===== src/rtl/obuf_pkg.sv =====
package obuf_pkg;
  localparam int unsigned DEF_DEPTH  = 256;
  localparam int unsigned DEF_DATA_W = 8;

  function automatic bit is_pow2(input int unsigned v);
    return (v != 0) && ((v & (v - 1)) == 0);
  endfunction
endpackage


===== src/rtl/obuf_store.sv =====
module obuf_store #(
  parameter int unsigned DEPTH  = obuf_pkg::DEF_DEPTH,
  parameter int unsigned DATA_W = obuf_pkg::DEF_DATA_W,
  localparam int unsigned IDX_W = $clog2(DEPTH)
) (
  input  logic              clk_i,
  input  logic              we_i,
  input  logic [IDX_W-1:0]  waddr_i,
  input  logic [DATA_W-1:0] wdata_i,
  input  logic [IDX_W-1:0]  raddr_i,
  output logic [DATA_W-1:0] rdata_o
);
  logic [DATA_W-1:0] mem_q [DEPTH];

  // no reset: a slot is read only after it was written
  always_ff @(posedge clk_i) begin
    if (we_i) mem_q[waddr_i] <= wdata_i;
  end

  assign rdata_o = mem_q[raddr_i];
endmodule


===== src/rtl/obuf_ctrl.sv =====
module obuf_ctrl #(
  parameter int unsigned DEPTH = obuf_pkg::DEF_DEPTH,
  localparam int unsigned IDX_W = $clog2(DEPTH),
  localparam int unsigned CNT_W = IDX_W + 1
) (
  input  logic             clk_i,
  input  logic             rst_ni,
  input  logic             clear_i,
  input  logic             push_i,
  input  logic             pop_i,
  output logic             we_o,
  output logic [IDX_W-1:0] wr_idx_o,
  output logic [IDX_W-1:0] rd_idx_o,
  output logic             empty_o,
  output logic [CNT_W-1:0] count_o
);
  localparam logic [CNT_W-1:0] FULL_CNT = CNT_W'(DEPTH);

  logic [IDX_W-1:0] wr_q, rd_q, wr_d, rd_d;
  logic [CNT_W-1:0] cnt_q, cnt_d;
  logic             full, empty, do_pop, do_inc, rd_adv;

  assign full  = (cnt_q == FULL_CNT);
  assign empty = (cnt_q == '0);

  // pop first, then push
  assign do_pop = pop_i & ~empty;
  assign do_inc = push_i & (~full | do_pop);
  assign rd_adv = do_pop | (push_i & full);

  always_comb begin
    wr_d  = push_i ? wr_q + 1'b1 : wr_q;
    rd_d  = rd_adv ? rd_q + 1'b1 : rd_q;
    cnt_d = cnt_q + CNT_W'(do_inc) - CNT_W'(do_pop);
  end

  always_ff @(posedge clk_i or negedge rst_ni) begin
    if (!rst_ni) begin
      wr_q  <= '0;
      rd_q  <= '0;
      cnt_q <= '0;
    end else if (clear_i) begin
      wr_q  <= '0;
      rd_q  <= '0;
      cnt_q <= '0;
    end else begin
      wr_q  <= wr_d;
      rd_q  <= rd_d;
      cnt_q <= cnt_d;
    end
  end

  assign we_o     = push_i & ~clear_i;
  assign wr_idx_o = wr_q;
  assign rd_idx_o = rd_q;
  assign empty_o  = empty;
  assign count_o  = cnt_q;
endmodule


===== src/rtl/obuf_ring.sv =====
module obuf_ring #(
  parameter int unsigned DEPTH  = obuf_pkg::DEF_DEPTH,
  parameter int unsigned DATA_W = obuf_pkg::DEF_DATA_W,
  localparam int unsigned IDX_W = $clog2(DEPTH),
  localparam int unsigned CNT_W = IDX_W + 1
) (
  input  logic              clk_i,
  input  logic              rst_ni,
  input  logic              clear_i,
  input  logic              push_valid_i,
  input  logic [DATA_W-1:0] push_data_i,
  input  logic              pop_i,
  output logic [DATA_W-1:0] pop_data_o,
  output logic [CNT_W-1:0]  count_o
);
  localparam logic [DATA_W-1:0] SENTINEL = '1;

  logic             we, empty;
  logic [IDX_W-1:0] wr_idx, rd_idx;
  logic [DATA_W-1:0] head;

  obuf_ctrl #(.DEPTH(DEPTH)) ctrl_i (
    .clk_i    (clk_i),
    .rst_ni   (rst_ni),
    .clear_i  (clear_i),
    .push_i   (push_valid_i),
    .pop_i    (pop_i),
    .we_o     (we),
    .wr_idx_o (wr_idx),
    .rd_idx_o (rd_idx),
    .empty_o  (empty),
    .count_o  (count_o)
  );

  obuf_store #(.DEPTH(DEPTH), .DATA_W(DATA_W)) store_i (
    .clk_i   (clk_i),
    .we_i    (we),
    .waddr_i (wr_idx),
    .wdata_i (push_data_i),
    .raddr_i (rd_idx),
    .rdata_o (head)
  );

  assign pop_data_o = empty ? SENTINEL : head;
endmodule


===== config.mk =====
export PLATFORM = sky130hd
export DESIGN_NAME = obuf_ring
export DESIGN_NICKNAME = d
export VERILOG_FILES = /design/src/rtl/obuf_pkg.sv /design/src/rtl/obuf_store.sv /design/src/rtl/obuf_ctrl.sv /design/src/rtl/obuf_ring.sv
export SDC_FILE = /design/constraint.sdc
export NUM_CORES = 2
export LEC_CHECK = 0
export BUFFER_PORTS_ARGS = -buffer_cell sky130_fd_sc_hd__buf_2
export CORE_UTILIZATION = 40
export DETAILED_ROUTE_END_ITERATION = 8
export PLACE_DENSITY_LB_ADDON = 0.1
export SYNTH_ARGS = -nofsm -noshare
export SYNTH_HDL_FRONTEND = slang
export SYNTH_SLANG_ARGS = --single-unit

===== constraint.sdc =====
create_clock -name clk_i -period 4.55 [get_ports clk_i]
set_clock_uncertainty 0.05 [all_clocks]
set_input_delay 0.455 -clock clk_i [delete_from_list [all_inputs] [get_ports clk_i]]
set_output_delay 0.455 -clock clk_i [all_outputs]
set_load 0.05 [all_outputs]

==> impl_metrics.env <==
export IMPL_cp_arrival_ns=4.12
export IMPL_cts_buffers=218
export IMPL_rows=165
export IMPL_crit_chain="buf_12 > buf_16 > buf_12 > mux4_2 > a22oi_2 > a21oi_4 > o41ai_4 > o32ai_4 > buf_6"
export IMPL_synth_edf_count=2048
export IMPL_synth_compound_area_frac=0.03329
export IMPL_rrSetupSlack_ns=0.63
export IMPL_slowest_delay_ns=0.57
export IMPL_cts_tree="yes"
export IMPL_syn_instance_count=3996
export IMPL_violations="negative setup slack"
export IMPL_power_density_nw_per_um2=502.9
export IMPL_ys_flop_type="edfxtp_1"
export IMPL_maxCapViolations=0
export IMPL_setup_viol=2
export IMPL_clockBufferDepth=3
export IMPL_reg2reg_depth=4
export IMPL_synth_top_area_frac=0.7555
export IMPL_htreeDepth=4
export IMPL_seq_area_sq_um=62140
export IMPL_postRouteAntennaNets=0
export IMPL_ys_warn_count=0
export IMPL_leakagePower_nw=29.57
export IMPL_grt_max_degree=117
export IMPL_synth_top_family_by_area="multiplexers"
export IMPL_min_to="store_i.mem_q[67][0]$_DFFE_PP_"
export IMPL_avgSynthCellArea_sq_um=20.37
export IMPL_placed_cell_area_sq_um=86030
export IMPL_worst_slew_pin_slew_ns=1.248
export IMPL_dp_cells=6700
export IMPL_rr_startpoint="ctrl_i.wr_idx_o[2]$_DFFE_PN0P_"
export IMPL_synthAdderAreaFrac=0.002859
export IMPL_gp_congestion=0.8369
export IMPL_path_common_cell="buf_12"
export IMPL_end_kind="output pin"
export IMPL_ys_ff_latch=2073
export IMPL_grt_total_usage=0.2372
export IMPL_antenna_found_initial=4
export IMPL_multi_input_area_sq_um=19180
export IMPL_finalWorstSetupSlack_ns=-0.07790
export IMPL_slew_limit_headroom=0.1650
export IMPL_hold_start="push_data_i[0]"
export IMPL_startpoint_type="flop"
export IMPL_cts_sinks=2073
export IMPL_synth_mux_area_frac=0.1470
export IMPL_report_power_total_mw=48.32
export IMPL_ys_top_cells_by_area="edfxtp_1 (76%), mux4_2 (11%), mux2i_1 (2.7%)"
export IMPL_hold_viol_final=0
export IMPL_reg2reg_to="store_i.mem_q[246][1]$_DFFE_PP_"
export IMPL_initial_core_util=0.4028
export IMPL_grt_pass1_vias=42010
export IMPL_critPathTopFamily="compound AO/OA/AOI/OAI gates"
export IMPL_synth_simple_area_share=0.03182
export IMPL_yosys_area_top_type="edfxtp_1"
export IMPL_synth_nets=4027
export IMPL_fp_dieW_um=453.1
export IMPL_grt_overflow=0
export IMPL_drive_above_1_share=0.2960
export IMPL_final_cells=7233
export IMPL_drtIter0Drc=4588
export IMPL_drv_slew=0
export IMPL_min_path_cells=1
export IMPL_coreArea_sq_um=202100
export IMPL_die_h_um=453.1
export IMPL_final_area_sq_um=96080
export IMPL_nFillCells=16710
export IMPL_status="complete, but fails checks"
export IMPL_ys_seq_area_frac=0.7632
export IMPL_yosysUniqueCellTypes=70
export IMPL_drc=0
export IMPL_fmax_mhz=216.1
export IMPL_crit_type="reg2out"
export IMPL_cp_slowest_cell="mux4_2"
export IMPL_critical_path_max_fanout=12
export IMPL_clk_pin_slew_ns=0.06
export IMPL_wl_per_cell_um=33.71
export IMPL_syn_area_sq_um=81400
export IMPL_grt_pass1_wl_mm=339.3
export IMPL_min_path_type="in2reg"
export IMPL_ioPinCount=30
export IMPL_wl_mm=243.8
export IMPL_period_minus_slack_ns=4.628
export IMPL_syn_to_final_growth_pct=18.03
export IMPL_period_share=1.017
export IMPL_fp_dieArea_sq_um=205300
export IMPL_clk_latency_ns=0.85
export IMPL_peakVddDrop_uv=439.9
export IMPL_vias=41630
export IMPL_cp_buffers_inverters=4
export IMPL_vias_per_cell=5.756
export IMPL_layout_nets=4402
export IMPL_cp_required_ns=4.05
export IMPL_drtPass1Iterations=6
export IMPL_io_buffers=29
export IMPL_synth_async_sr_flop_share=0.01206
export IMPL_synth_xor_area_share=0.002367
export IMPL_grt_setup_unrepaired="yes"
export IMPL_dp_hpwl_mm=152.6
export IMPL_root_buffer="clkbuf_16"
what timing repair did:
item	4_1_cts	5_1_grt
endpoints found under the setup margin	8	8
gates resized for setup	266	79
setup buffers	61	47
hold buffers	4	0
pin swaps	53	45
endpoints found under the hold margin	87	0
gates cloned	15	4
routing by layer:
| layer | track usage | share of wire | vias to the layer above |
|---|---|---|---|
| met1 | 0.3316 | 0.43 | 22510 |
| met2 | 0.3820 | 0.48 | 1466 |
| met5 | 0 | 0 | - |
| li1 | - | - | 17330 |
| met3 | 0.03773 | 0.060 | 326 |
| met4 | 0.07299 | 0.029 | 0 |
worst reg2reg max path: cells and delay by family, from the launching register on:
family | cells | cell delay, ns
simple gates | 3 | 2.35
flops | 1 | 0.64
buf+inv | 1 | 0.49
flip-flops by register name, summed over array words and instances, names as in the netlist:
name	count
ctrl_i.rd_idx_o	8
ctrl_i.wr_idx_o	8
store_i.mem_q	2048
ctrl_i.count_o	9
layout make-up:
cell class / count / share of cell area
Clock buffer: 269 / 0.05964
Tap cell: 2672 / 0.03479
Multi-Input combinational cell: 1659 / 0.1997
Inverter: 18 / 0.0007032
Clock inverter: 137 / 0.01096
Antenna cell: 4 / 0.0001042
Sequential cell: 2073 / 0.6467
Timing Repair Buffer: 401 / 0.04740
report_power, final:
group          leakage, nW  total (mW)  internal, mW  switching, mW
logic                 7.50        10.1          4.87           5.21
registers             18.7        21.1          21.0         0.0587
clock network         3.34        17.2          9.69           7.46
worst max path at each step:
stage	slack (ns)	from	cells past startpoint	to
floorplan	0.91	ctrl_i.rd_idx_o[0]$_DFFE_PN0P_	11	pop_data_o[6]
global placement	-0.71	ctrl_i.rd_idx_o[0]$_DFFE_PN0P_	12	pop_data_o[2]
detailed placement	-0.37	ctrl_i.rd_idx_o[3]$_DFFE_PN0P_	9	pop_data_o[4]
CTS	-0.1	ctrl_i.rd_idx_o[0]$_DFFE_PN0P_	9	pop_data_o[3]
global route	-0.09	ctrl_i.rd_idx_o[0]$_DFFE_PN0P_	13	pop_data_o[4]
finish	-0.08	ctrl_i.rd_idx_o[0]$_DFFE_PN0P_	9	pop_data_o[3]
cell usage in the layout (no fill, tap or decap), types with 16 or more instances in the layout:
master     count
buf_12        56
buf_16        24
nor3_1        30
clkbuf_1      46
a21oi_2       16
o22ai_1       37
a221oi_2      26
a22oi_1       90
mux2i_1      203
o21ai_0       19
nand2_1       53
mux2_2        28
clkinv_1      60
inv_1         17
nor2_1       307
buf_4        258
dfrtp_1       21
mux4_2       404
a21oi_1       33
nand2b_1      26
nand3_1       28
nor3_2        20
clkbuf_16    225
xnor2_1       16
ha_1          17
a22oi_2       30
buf_6         23
edfxtp_1    2048
a221oi_1      16
clkinv_2      49
nor2b_1       17
cells in the mapped netlist, types with 40 or more instances:
| master | number |
|---|---|
| a22oi_1 | 120 |
| edfxtp_1 | 2048 |
| o22ai_1 | 40 |
| nor2_1 | 315 |
| buf_2 | 53 |
| a21oi_1 | 54 |
| clkbuf_1 | 107 |
| nor3_1 | 57 |
| a221oi_1 | 42 |
| nand3_1 | 40 |
| mux2i_1 | 219 |
| mux4_2 | 402 |
| nand2_1 | 57 |
cells by family (layout without fill, tap and decap cells):
group,after synthesis,after routing
AOI/OAI and AO/OA,377,377
xor gates and xnor gates,22,22
adders and majority gates,18,18
buffers and inverters,264,825
DFF,2073,2073
muxes,665,665
other,0,4
and+or+nand+nor,577,577
metrics by stage:
| stage | worst slack, ns | util | setup TNS (ns) | hold slack, ns |
|---|---|---|---|---|
| final | -0.07790 | 0.4754 | -0.1253 | 0.03042 |
| after floorplan | 0.9088 | - | 0 | 0.1094 |
| after detailed placement | -0.3727 | 0.4257 | -1.459 | 0.4962 |
| after CTS | -0.09655 | 0.4714 | -0.4584 | 0.01633 |
| after global routing | -0.09495 | 0.4754 | -0.3991 | 0.05847 |
| after global placement | -0.7115 | 0.4256 | -2.187 | 0.5014 |
Note: power is estimated with default switching activity, not from simulation.
